--- src/rtl/bfu_pkg.sv ---
package bfu_pkg;

   localparam int SIG_BYTES = 13;
   localparam int MARK_BYTES = 8;

   typedef enum logic [2:0] {
      ST_SIG,
      ST_TAG,
      ST_LEN,
      ST_SKIP,
      ST_PAY,
      ST_LFILL,
      ST_LEMIT,
      ST_DRAIN
   } state_t;

   localparam logic [1:0] ERR_TRUNC = 2'd0;
   localparam logic [1:0] ERR_SIG   = 2'd1;
   localparam logic [1:0] ERR_TAG   = 2'd2;
   localparam logic [1:0] ERR_LEN   = 2'd3;

   localparam logic [7:0] TAG_LO  = 8'h61;
   localparam logic [7:0] TAG_HI  = 8'h65;
   localparam logic [7:0] TAG_PAY = 8'h65;

   // Expected byte of the wrapped-file signature at a given position
   function automatic logic [7:0] sig_byte(input logic [3:0] i);
      case (i)
         4'd1:                      return 8'h09;
         4'd2, 4'd4, 4'd6, 4'd8:    return 8'h0F;
         4'd3, 4'd5, 4'd7, 4'd9:    return 8'hF0;
         4'd12:                     return 8'h01;
         default:                   return 8'h00;
      endcase
   endfunction

   // Expected byte of the legacy marker (two little-endian words)
   function automatic logic [7:0] mark_byte(input logic [3:0] i);
      case (i)
         4'd4:    return 8'h66;
         4'd5:    return 8'h55;
         4'd6:    return 8'h99;
         4'd7:    return 8'hAA;
         default: return 8'hFF;
      endcase
   endfunction

endpackage

--- src/rtl/bfu_magic_match.sv ---
module bfu_magic_match
   import bfu_pkg::*;
(
   input  logic [3:0] pos,
   input  logic [7:0] data,
   output logic       sig_hit,
   output logic       mark_hit
);

   always_comb begin
      sig_hit  = (pos < 4'(SIG_BYTES)) && (data == sig_byte(pos));
      mark_hit = (pos < 4'(MARK_BYTES)) && (data == mark_byte(pos));
   end

endmodule

--- src/rtl/bfu_word_pick.sv ---
module bfu_word_pick #(
   parameter bit SWAP = 1'b1
) (
   input  logic [31:0] word,
   input  logic [1:0]  sel,
   output logic [7:0]  byte_o
);

   generate
      if (SWAP) begin : g_swap
         always_comb byte_o = word[(2'd3 - sel)*8 +: 8];
      end else begin : g_straight
         always_comb byte_o = word[sel*8 +: 8];
      end
   endgenerate

endmodule

--- src/rtl/bitfile_unwrap.sv ---
module bitfile_unwrap
   import bfu_pkg::*;
#(
   parameter int LEN_W        = 32,
   parameter int LEGACY_WORDS = 10524,
   parameter bit SWAP_LEGACY  = 1'b1
) (
   input  logic             clk,
   input  logic             rst_n,
   input  logic             in_valid,
   output logic             in_ready,
   input  logic [7:0]       in_data,
   input  logic             in_last,
   output logic             out_valid,
   input  logic             out_ready,
   output logic [7:0]       out_data,
   output logic             out_last,
   output logic [LEN_W-1:0] pay_len,
   output logic             pay_legacy,
   output logic             err_pulse,
   output logic [1:0]       err_code
);

   localparam int WC_W = $clog2(LEGACY_WORDS + 1);
   localparam logic [LEN_W-1:0] LEG_BYTES = LEN_W'(LEGACY_WORDS * 4);
   localparam logic [LEN_W-1:0] SHORT_MAX = LEN_W'(255);

   generate
      if (LEN_W < 32) begin : g_bad_len_w
         $error("LEN_W must hold a 4-byte length");
      end
      if (LEGACY_WORDS < 3) begin : g_bad_words
         $error("LEGACY_WORDS must be at least 3");
      end
   endgenerate

   state_t           state;
   logic [3:0]       idx;
   logic             sig_ok, mark_ok;
   logic             is_pay_tag;
   logic [LEN_W-1:0] len_acc, remain;
   logic [31:0]      wbuf;
   logic [1:0]       emit_idx;
   logic             pre_word, seen_last;
   logic [WC_W-1:0]  words_left;

   logic             sig_hit, mark_hit, hs, hm, acc;
   logic [7:0]       pick_byte;
   logic [LEN_W-1:0] len_next;
   logic [3:0]       len_end;

   bfu_magic_match i_match (
      .pos      (idx),
      .data     (in_data),
      .sig_hit  (sig_hit),
      .mark_hit (mark_hit)
   );

   bfu_word_pick #(.SWAP(SWAP_LEGACY)) i_pick (
      .word   (wbuf),
      .sel    (emit_idx),
      .byte_o (pick_byte)
   );

   always_comb begin
      hs       = sig_ok & sig_hit;
      hm       = mark_ok & mark_hit;
      len_next = {len_acc[LEN_W-9:0], in_data};
      len_end  = is_pay_tag ? 4'd3 : 4'd1;
   end

   // Stream side of the handshake
   always_comb begin
      in_ready  = 1'b1;
      out_valid = 1'b0;
      out_data  = pick_byte;
      out_last  = 1'b0;
      case (state)
         ST_PAY: begin
            in_ready  = out_ready;
            out_valid = in_valid;
            out_data  = in_data;
            out_last  = (remain == LEN_W'(1));
         end
         ST_LEMIT: begin
            in_ready  = 1'b0;
            out_valid = 1'b1;
            out_data  = pre_word ? 8'hFF : pick_byte;
            out_last  = !pre_word && (words_left == WC_W'(1)) && (emit_idx == 2'd3);
         end
         default: ;
      endcase
      acc = in_valid & in_ready;
   end

   always_ff @(posedge clk) begin
      if (!rst_n) begin
         state      <= ST_SIG;
         idx        <= '0;
         sig_ok     <= 1'b1;
         mark_ok    <= 1'b1;
         is_pay_tag <= 1'b0;
         len_acc    <= '0;
         remain     <= '0;
         wbuf       <= '0;
         emit_idx   <= '0;
         pre_word   <= 1'b0;
         seen_last  <= 1'b0;
         words_left <= '0;
         pay_len    <= '0;
         pay_legacy <= 1'b0;
         err_pulse  <= 1'b0;
         err_code   <= '0;
      end else begin
         err_pulse <= 1'b0;
         case (state)
            ST_SIG: if (acc) begin
               wbuf[idx[1:0]*8 +: 8] <= in_data;
               sig_ok  <= hs;
               mark_ok <= hm;
               idx     <= idx + 4'd1;
               if (in_last || (!hs && !hm) || (hm && idx == 4'd7)
                   || (hs && idx == 4'(SIG_BYTES - 1))) begin
                  idx     <= '0;
                  sig_ok  <= 1'b1;
                  mark_ok <= 1'b1;
               end
               if (in_last) begin
                  err_pulse <= 1'b1;
                  err_code  <= (!hs && !hm) ? ERR_SIG : ERR_TRUNC;
               end else if (!hs && !hm) begin
                  err_pulse <= 1'b1;
                  err_code  <= ERR_SIG;
                  state     <= ST_DRAIN;
               end else if (hm && idx == 4'd7) begin
                  state      <= ST_LEMIT;
                  pre_word   <= 1'b1;
                  emit_idx   <= '0;
                  seen_last  <= 1'b0;
                  words_left <= WC_W'(LEGACY_WORDS);
                  pay_len    <= LEG_BYTES;
                  pay_legacy <= 1'b1;
               end else if (hs && idx == 4'(SIG_BYTES - 1)) begin
                  state <= ST_TAG;
               end
            end
            ST_TAG: if (acc) begin
               if (in_last) begin
                  err_pulse <= 1'b1;
                  err_code  <= ERR_TRUNC;
                  state     <= ST_SIG;
               end else if (in_data < TAG_LO || in_data > TAG_HI) begin
                  err_pulse <= 1'b1;
                  err_code  <= ERR_TAG;
                  state     <= ST_DRAIN;
               end else begin
                  is_pay_tag <= (in_data == TAG_PAY);
                  len_acc    <= '0;
                  idx        <= '0;
                  state      <= ST_LEN;
               end
            end
            ST_LEN: if (acc) begin
               len_acc <= len_next;
               idx     <= idx + 4'd1;
               if (in_last) begin
                  idx       <= '0;
                  err_pulse <= 1'b1;
                  err_code  <= ERR_TRUNC;
                  state     <= ST_SIG;
               end else if (idx == len_end) begin
                  idx <= '0;
                  if (!is_pay_tag && len_next > SHORT_MAX) begin
                     err_pulse <= 1'b1;
                     err_code  <= ERR_LEN;
                     state     <= ST_DRAIN;
                  end else if (len_next == '0) begin
                     state <= is_pay_tag ? ST_DRAIN : ST_TAG;
                  end else begin
                     remain <= len_next;
                     if (is_pay_tag) begin
                        pay_len    <= len_next;
                        pay_legacy <= 1'b0;
                        state      <= ST_PAY;
                     end else begin
                        state <= ST_SKIP;
                     end
                  end
               end
            end
            ST_SKIP: if (acc) begin
               remain <= remain - LEN_W'(1);
               if (in_last) begin
                  err_pulse <= 1'b1;
                  err_code  <= ERR_TRUNC;
                  state     <= ST_SIG;
               end else if (remain == LEN_W'(1)) begin
                  state <= ST_TAG;
               end
            end
            ST_PAY: if (acc) begin
               remain <= remain - LEN_W'(1);
               if (remain == LEN_W'(1)) begin
                  state <= in_last ? ST_SIG : ST_DRAIN;
               end else if (in_last) begin
                  err_pulse <= 1'b1;
                  err_code  <= ERR_TRUNC;
                  state     <= ST_SIG;
               end
            end
            ST_LFILL: if (acc) begin
               wbuf[idx[1:0]*8 +: 8] <= in_data;
               idx <= idx + 4'd1;
               if (idx == 4'd3) begin
                  idx      <= '0;
                  emit_idx <= '0;
                  if (in_last && words_left != WC_W'(1)) begin
                     err_pulse <= 1'b1;
                     err_code  <= ERR_TRUNC;
                     state     <= ST_SIG;
                  end else begin
                     seen_last <= in_last;
                     state     <= ST_LEMIT;
                  end
               end else if (in_last) begin
                  idx       <= '0;
                  err_pulse <= 1'b1;
                  err_code  <= ERR_TRUNC;
                  state     <= ST_SIG;
               end
            end
            ST_LEMIT: if (out_ready) begin
               emit_idx <= emit_idx + 2'd1;
               if (emit_idx == 2'd3) begin
                  words_left <= words_left - WC_W'(1);
                  if (pre_word) begin
                     pre_word <= 1'b0;
                  end else if (words_left == WC_W'(1)) begin
                     state <= seen_last ? ST_SIG : ST_DRAIN;
                  end else begin
                     idx   <= '0;
                     state <= ST_LFILL;
                  end
               end
            end
            ST_DRAIN: if (acc && in_last) begin
               state <= ST_SIG;
            end
            default: state <= ST_SIG;
         endcase
      end
   end

endmodule

--- config.mk ---
export PLATFORM = sky130hd
export DESIGN_NAME = bitfile_unwrap
export DESIGN_NICKNAME = d
export VERILOG_FILES = /design/src/rtl/bfu_pkg.sv /design/src/rtl/bfu_magic_match.sv /design/src/rtl/bfu_word_pick.sv /design/src/rtl/bitfile_unwrap.sv
export SDC_FILE = /design/constraint.sdc
export NUM_CORES = 1
export LEC_CHECK = 0
export ABC_AREA = 1
export BUFFER_PORTS_ARGS = -buffer_cell sky130_fd_sc_hd__buf_2
export CORE_ASPECT_RATIO = 1.2
export CORE_MARGIN = 2
export CORE_UTILIZATION = 35
export CTS_CLUSTER_SIZE = 8
export DETAILED_ROUTE_END_ITERATION = 16
export PLACE_DENSITY = 0.56
export SYNTH_ARGS = -nofsm -noshare
export SYNTH_HDL_FRONTEND = slang
export SYNTH_SLANG_ARGS = --single-unit
--- constraint.sdc ---
create_clock -name clk -period 3.3 [get_ports clk]
set_input_delay 0.495 -clock clk [delete_from_list [all_inputs] [get_ports clk]]
set_output_delay 0.495 -clock clk [all_outputs]
set_load 0.01 [all_outputs]
-- Word-level counts from Yosys, hierarchy flattened
Memory sizes are Yosys's and may differ from the RTL's. A register that Yosys moved wholly into a read port is not among the register bits.
Index checks and enable logic that the tools add are counted.
W data, S select, Z words.
- add/subtract/negate cells: 6
- magnitude comparators: 5
- equal/unequal tests: 53
- shift operators: 3
- mux-type cells: 157
- bitwise logic cells: 5
- reduce and logical (&&, ||, !) cells: 42
- operators with widths (cell ; number):
    $mux W32 ; 16
    $pmux W32 S2 ; 2
    $mux W24 ; 4
    $mux W3 ; 31
    $mux W14 ; 6
    $mux W4 ; 17
    $mux W2 ; 25
    $ne A2 B2 Y1 const B ; 24
    $pmux W24 S2 ; 1
    $mux W1 ; 39
    $neg A5 Y34 ; 1
    $shift A8 B34 Y32 const A ; 1
    $shiftx A8 B34 Y32 ; 1
    $shiftx A32 B33 Y8 ; 1
    $bwmux W32 ; 1
    $eq A32 B1 Y1 const B ; 1
    $gt A32 B8 Y1 const B ; 1
    $logic_not A32 Y1 ; 1
    $pmux W8 S4 ; 1
    $sub A32 B1 Y32 const B ; 1
    $pmux W14 S2 ; 1
    $pmux W3 S8 ; 1
    $reduce_and A11 Y1 ; 2
    $pmux W4 S5 ; 1
    46 further kinds ; 91
- bits in registers: 152
- ROM bits: 128
- output and inout port bits: 47
- logic and storage cells: 288
- memories: 1
- memory list (name ; words ; bits a word ; read ports ; clocked after memory_dff ; write ports ; line ; text):
    (no name shown) ; 16 ; 8 ; 1 ; 1 ; 0 ; bfu_pkg.sv:28 ; case (i)

-- Longest topological paths before layout
- word-level depth: 15
- depth in mapped cells: 23
- mapped depth without buffers: 23

-- By module
A second synthesis with hierarchy kept.
- cells, all modules: 1597
- area, all modules: 9604.2 um^2
- by module, submodules not included (module ; instances ; cells each ; area an instance (um^2)):
    bitfile_unwrap ; 1 ; 1415 ; 8758.4
    bfu_magic_match ; 1 ; 88 ; 450.4
    bfu_word_pick ; 1 ; 94 ; 395.4

-- Least setup slack after synthesis
OpenSTA, ideal clock, no wires.
- path type: flip-flop to flip-flop
- from: register idx[0]
- to: register (tool-made name)
- arrival time: 2647 ps
- data required time: 3186 ps
- slack: 539 ps
- cell stages (with the launch flop): 22
- clock period less this slack: 2761 ps
- cell sequence: dfxtp_1 inv_1 ha_1 o21ai_2 nand2_2 nand2_1 nand2_1 nor2_1 nand2_1 o21ai_2 nand2_2 nor2_1 nand2_1 nand2_1 a21oi_2 nor2_1 inv_1 ha_1 nand2_1 nand2_1 nand2_1 nand2_1
- RTL lines (what ; line ; text):
    from (decl) ; bitfile_unwrap.sv:38 ; logic [3:0] idx;
    from (signal assigned) ; bitfile_unwrap.sv:121 ; idx <= idx + 4'd1;
    from (signal assigned) ; bitfile_unwrap.sv:165 ; idx <= idx + 4'd1;
    from (signal assigned) ; bitfile_unwrap.sv:213 ; idx <= idx + 4'd1;

==> flow_summary_export.csv <==
group,metric,value,unit
run_status,run_status,"finished, final reports clean",
place,hpwl,20000,microns
critical_path,timing.critical_path.slowest_stage_cell,"dfxtp_2",
sta,fin_hold_ws,405,ps
detailed_routing,detailroute.wirelength.met3,1070,microns
critical_path,crit_type,"reg2reg",
place,numPortBuffers,59,
critical_path,crit_path_start_kind,"register",
clocking,clock_tree_from_tritoncts,"done",
detailed_routing,wirelength_met1,13200,microns
clocking,worstSkewPairLatency,430,ps
sta,fin_crit,3020,ps
critical_path,peak_per_stage_delay_on_the_critical_path,400,ps
detailed_routing,detailedRoute.firstIterationViolations,496,
clocking,clkTransAtPathRegs,60,ps
clocking,cts-root-to-sink-buffers,2,
layout,final_common_cell,"nand2_1",
min_path,min_to,"wbuf[1]",
min_path,hold_path_depth,3,
logic_synthesis,synth_cell_type_count,56,
detailed_routing,post_drt_antenna_nets,0,
layout,final_design_area_no_fill,10400,sq um
clocking,postCtsHoldBufs,0,
critical_path,r2r_cells,20,
critical_path,crit_arrival,3340,ps
floorplanning,floorplan.die_area,27200,sq um
sta,grt_setup_unrepaired,"false",
pwr,ir_drop,439,uV
clocking,post_cts_resize_count,0,
clocking,cts.htree.levels,4,
global_routing,grt_start_max_net_pins,76,
flow_run,max_cap_viol_count,0,
clocking,cts_made_buffers,17,
floorplanning,floorplan.initialDensity,0.356,
pwr,power.density,926,nW/um^2
detailed_routing,wire_length_per_cell,15.8,microns
sta,timing_hold_violations_final,0,
floorplanning,die_width,151,microns
detailed_routing,top_layer_used,"met4",
detailed_routing,detail_route.vias_per_cell,5.14,
global_routing,first_global_vias,8488,
global_routing,global_route.overflow_total,0,
global_routing,initial_antenna_violation_count,0,
layout,finish.cell_count_without_fillers,1735,
floorplanning,std_cell_rows,64,
critical_path,crit_fanout,7,
critical_path,setup.worst_path.end_class,"register",
detailed_routing,metal2_wl,12400,microns
logic_synthesis,synth_async_sr_flop_share,0,
critical_path,ff2ff_setup_slack,280,ps
global_routing,grt_util_all_layers,0.205,
logic_synthesis,ys.flop_type,"dfxtp_1",
detailed_routing,post-route-drc-count,0,
critical_path,timing.critical_path.required,3620,ps
logic_synthesis,synth_sequential_area_ratio,0.344,
min_path,hp-start,"in_data[1]",
logic_synthesis,syn-mean-instance-area,6.75,sq um
place,post_dp_cell_area,9750,sq um
layout,num-nets-final,1423,
sta,fin_tns_setup,0,ps
detailed_routing,detail_route.first_pass.iterations,5,
logic_synthesis,syn_nets,1376,
clocking,numClockSinks,156,
logic_synthesis,ys_seq_elements,156,
global_routing,grt_pass1_wl,44400,microns
sta,timing.max_slew.rel_slack,0.361,
floorplanning,die_h,180,microns
clocking,root_buffer,"clkbuf_16",
sta,setup-violations-final,0,
sta,layout_worst_path_cycle_share,0.914,
layout,final_standard_cell_utilization_of_the_core,0.408,
floorplanning,num_io_pins,60,
floorplanning,core_region_area,25500,sq um
place,dp_cells,1703,
sta,tightest_slew,959,ps
detailed_routing,total_wirelength,27400,microns
layout,area_delta_synth_final,14.5,%
logic_synthesis,mappedNetlistArea,9080,sq um
sta,report.final.slew_viol_count,0,
min_path,min_path_type,"in2reg",
sta,fin_worst_skew,7.47,ps
critical_path,cp_num_buf_inv,2,
detailed_routing,detailed_route_via_count,8913,
critical_path,timing.critical_path.max_delay_family,"simple AND/OR/NAND/NOR gates",
layout,antenna_cells,0,
critical_path,most_common_cell_type_on_the_critical_path,"nand2_1",
logic_synthesis,post_synth_edffs,0,
sta,maximum_clock_frequency,332,MHz
critical_path,cp_cell_sequence,"inv_1 > ha_2 > o21ai_2 > nand2_2 > nand2_1 > nand2_1 > nor2_1 > nand2_1 > o21ai_2 > nand2_2 > buf_4 > o21ai_4 > nand3_1 > nand2_1 > nand3_1 > ha_1 > nand2_1 > nand2_1 > nand2_1 > nand2_1",
pwr,power.static_leakage,0.00443,uW
layout,layout_common_cells,"nand2_1, nor2_1, dfxtp_1",
logic_synthesis,netlist_instances,1345,
logic_synthesis,synth_warnings,0,
layout,layout-drive-gt1-share,0.147,
place,gp_congestion,0.935,
clocking,post-cts-setup-buffers,0,
critical_path,regToRegStartpoint,"idx[1]",
## logic make-up (layout without fill, tap and decap cells)
group | Yosys count | after routing | share of synthesized area
compound gates | 366 | 366 | 0.226
xor+xnor | 32 | 32 | 0.0309
fa+ha+maj | 18 | 18 | 0.0248
buf+inv | 224 | 284 | 0.0992
flops | 156 | 156 | 0.344
simple gates | 549 | 549 | 0.275
## cell usage after synthesis (all sizes together), types with 2 or more instances
cell / count / share of area
a211oi: 26 / 0.022
a21oi: 154 / 0.089
a31oi: 7 / 0.0048
buf: 22 / 0.015
clkbuf: 42 / 0.017
clkinv: 4 / 0.0017
dfxtp: 156 / 0.34
ha: 18 / 0.025
inv: 156 / 0.065
nand2: 242 / 0.11
nand3: 58 / 0.037
nand4: 23 / 0.016
nor2: 182 / 0.082
nor3: 20 / 0.013
nor3b: 2 / 0.0017
nor4: 13 / 0.0096
o211ai: 12 / 0.0099
o21ai: 157 / 0.090
or2: 3 / 0.0021
or3b: 3 / 0.0029
xnor2: 7 / 0.0068
xor2: 25 / 0.024
## flip-flops by register name (all words and copies together), names as in the netlist, named ones only
name and count:
emit_idx 2, err_code 2, err_pulse 1, idx 4, is_pay_tag 1, len_acc 24, mark_ok 1, pay_legacy 1
pay_len 32, pre_word 1, remain 32, seen_last 1, sig_ok 1, state 3, wbuf 32, words_left 14
## routing by layer
layer  global-route usage  vias to the layer above
li1                     -                     4549
met1                0.279                     4140
met2                0.324                      183
met3               0.0357                       41
met4               0.0755                        0
met5                    0                        -
## per-stage QoR
| stage | power (uW) | setup WS, ps |
|---|---|---|
| 2_1_floorplan | 6270 | 539 |
| 3_3_place_gp | 7550 | 204 |
| 3_5_place_dp | 7550 | 185 |
| 4_1_cts | 9650 | 149 |
| 5_1_grt | 10400 | 17.5 |
| 6_report | 9620 | 284 |
## worst register-to-register path, delay by kind of cell (launching register included)
| kind | cells | cell delay (ps) |
|---|---|---|
| adder cells (fa/ha/maj) | 2 | 570 |
| AND/OR/NAND/NOR | 13 | 1050 |
| AO/OA/AOI/OAI | 3 | 580 |
| flip-flops | 1 | 400 |
| buffers and inverters | 2 | 320 |
## power by group
group | internal [uW] | switching (uW) | leakage, uW
sequential | 2350 | 335 | 0.00127
clock | 1240 | 842 | 0.000297
combinational | 1670 | 3190 | 0.00286
total | 5260 | 4360 | 0.00443
## area by class of cell
cell class | instances | area (sq um)
Multi-Input combinational cell | 965 | 5070
Clock inverter | 13 | 165
Tap cell | 330 | 413
Inverter | 160 | 603
Timing Repair Buffer | 92 | 559
Clock buffer | 19 | 453
Sequential cell | 156 | 3130
Fill cell | 2744 | 15100
## worst max-delay path by stage
| stage | start | end | slack (ps) | cells after the start |
|---|---|---|---|---|
| 2_1_floorplan | idx[0] | register | 540 | 21 |
| 3_3_place_gp | in_data[1] | register | 200 | 18 |
| 3_5_place_dp | idx[1] | register | 190 | 20 |
| 4_1_cts | idx[1] | register | 150 | 20 |
| 5_1_grt | idx[1] | register | 20 | 20 |
| 6_report | idx[1] | register | 280 | 20 |
(Power assumes the default switching activity.)
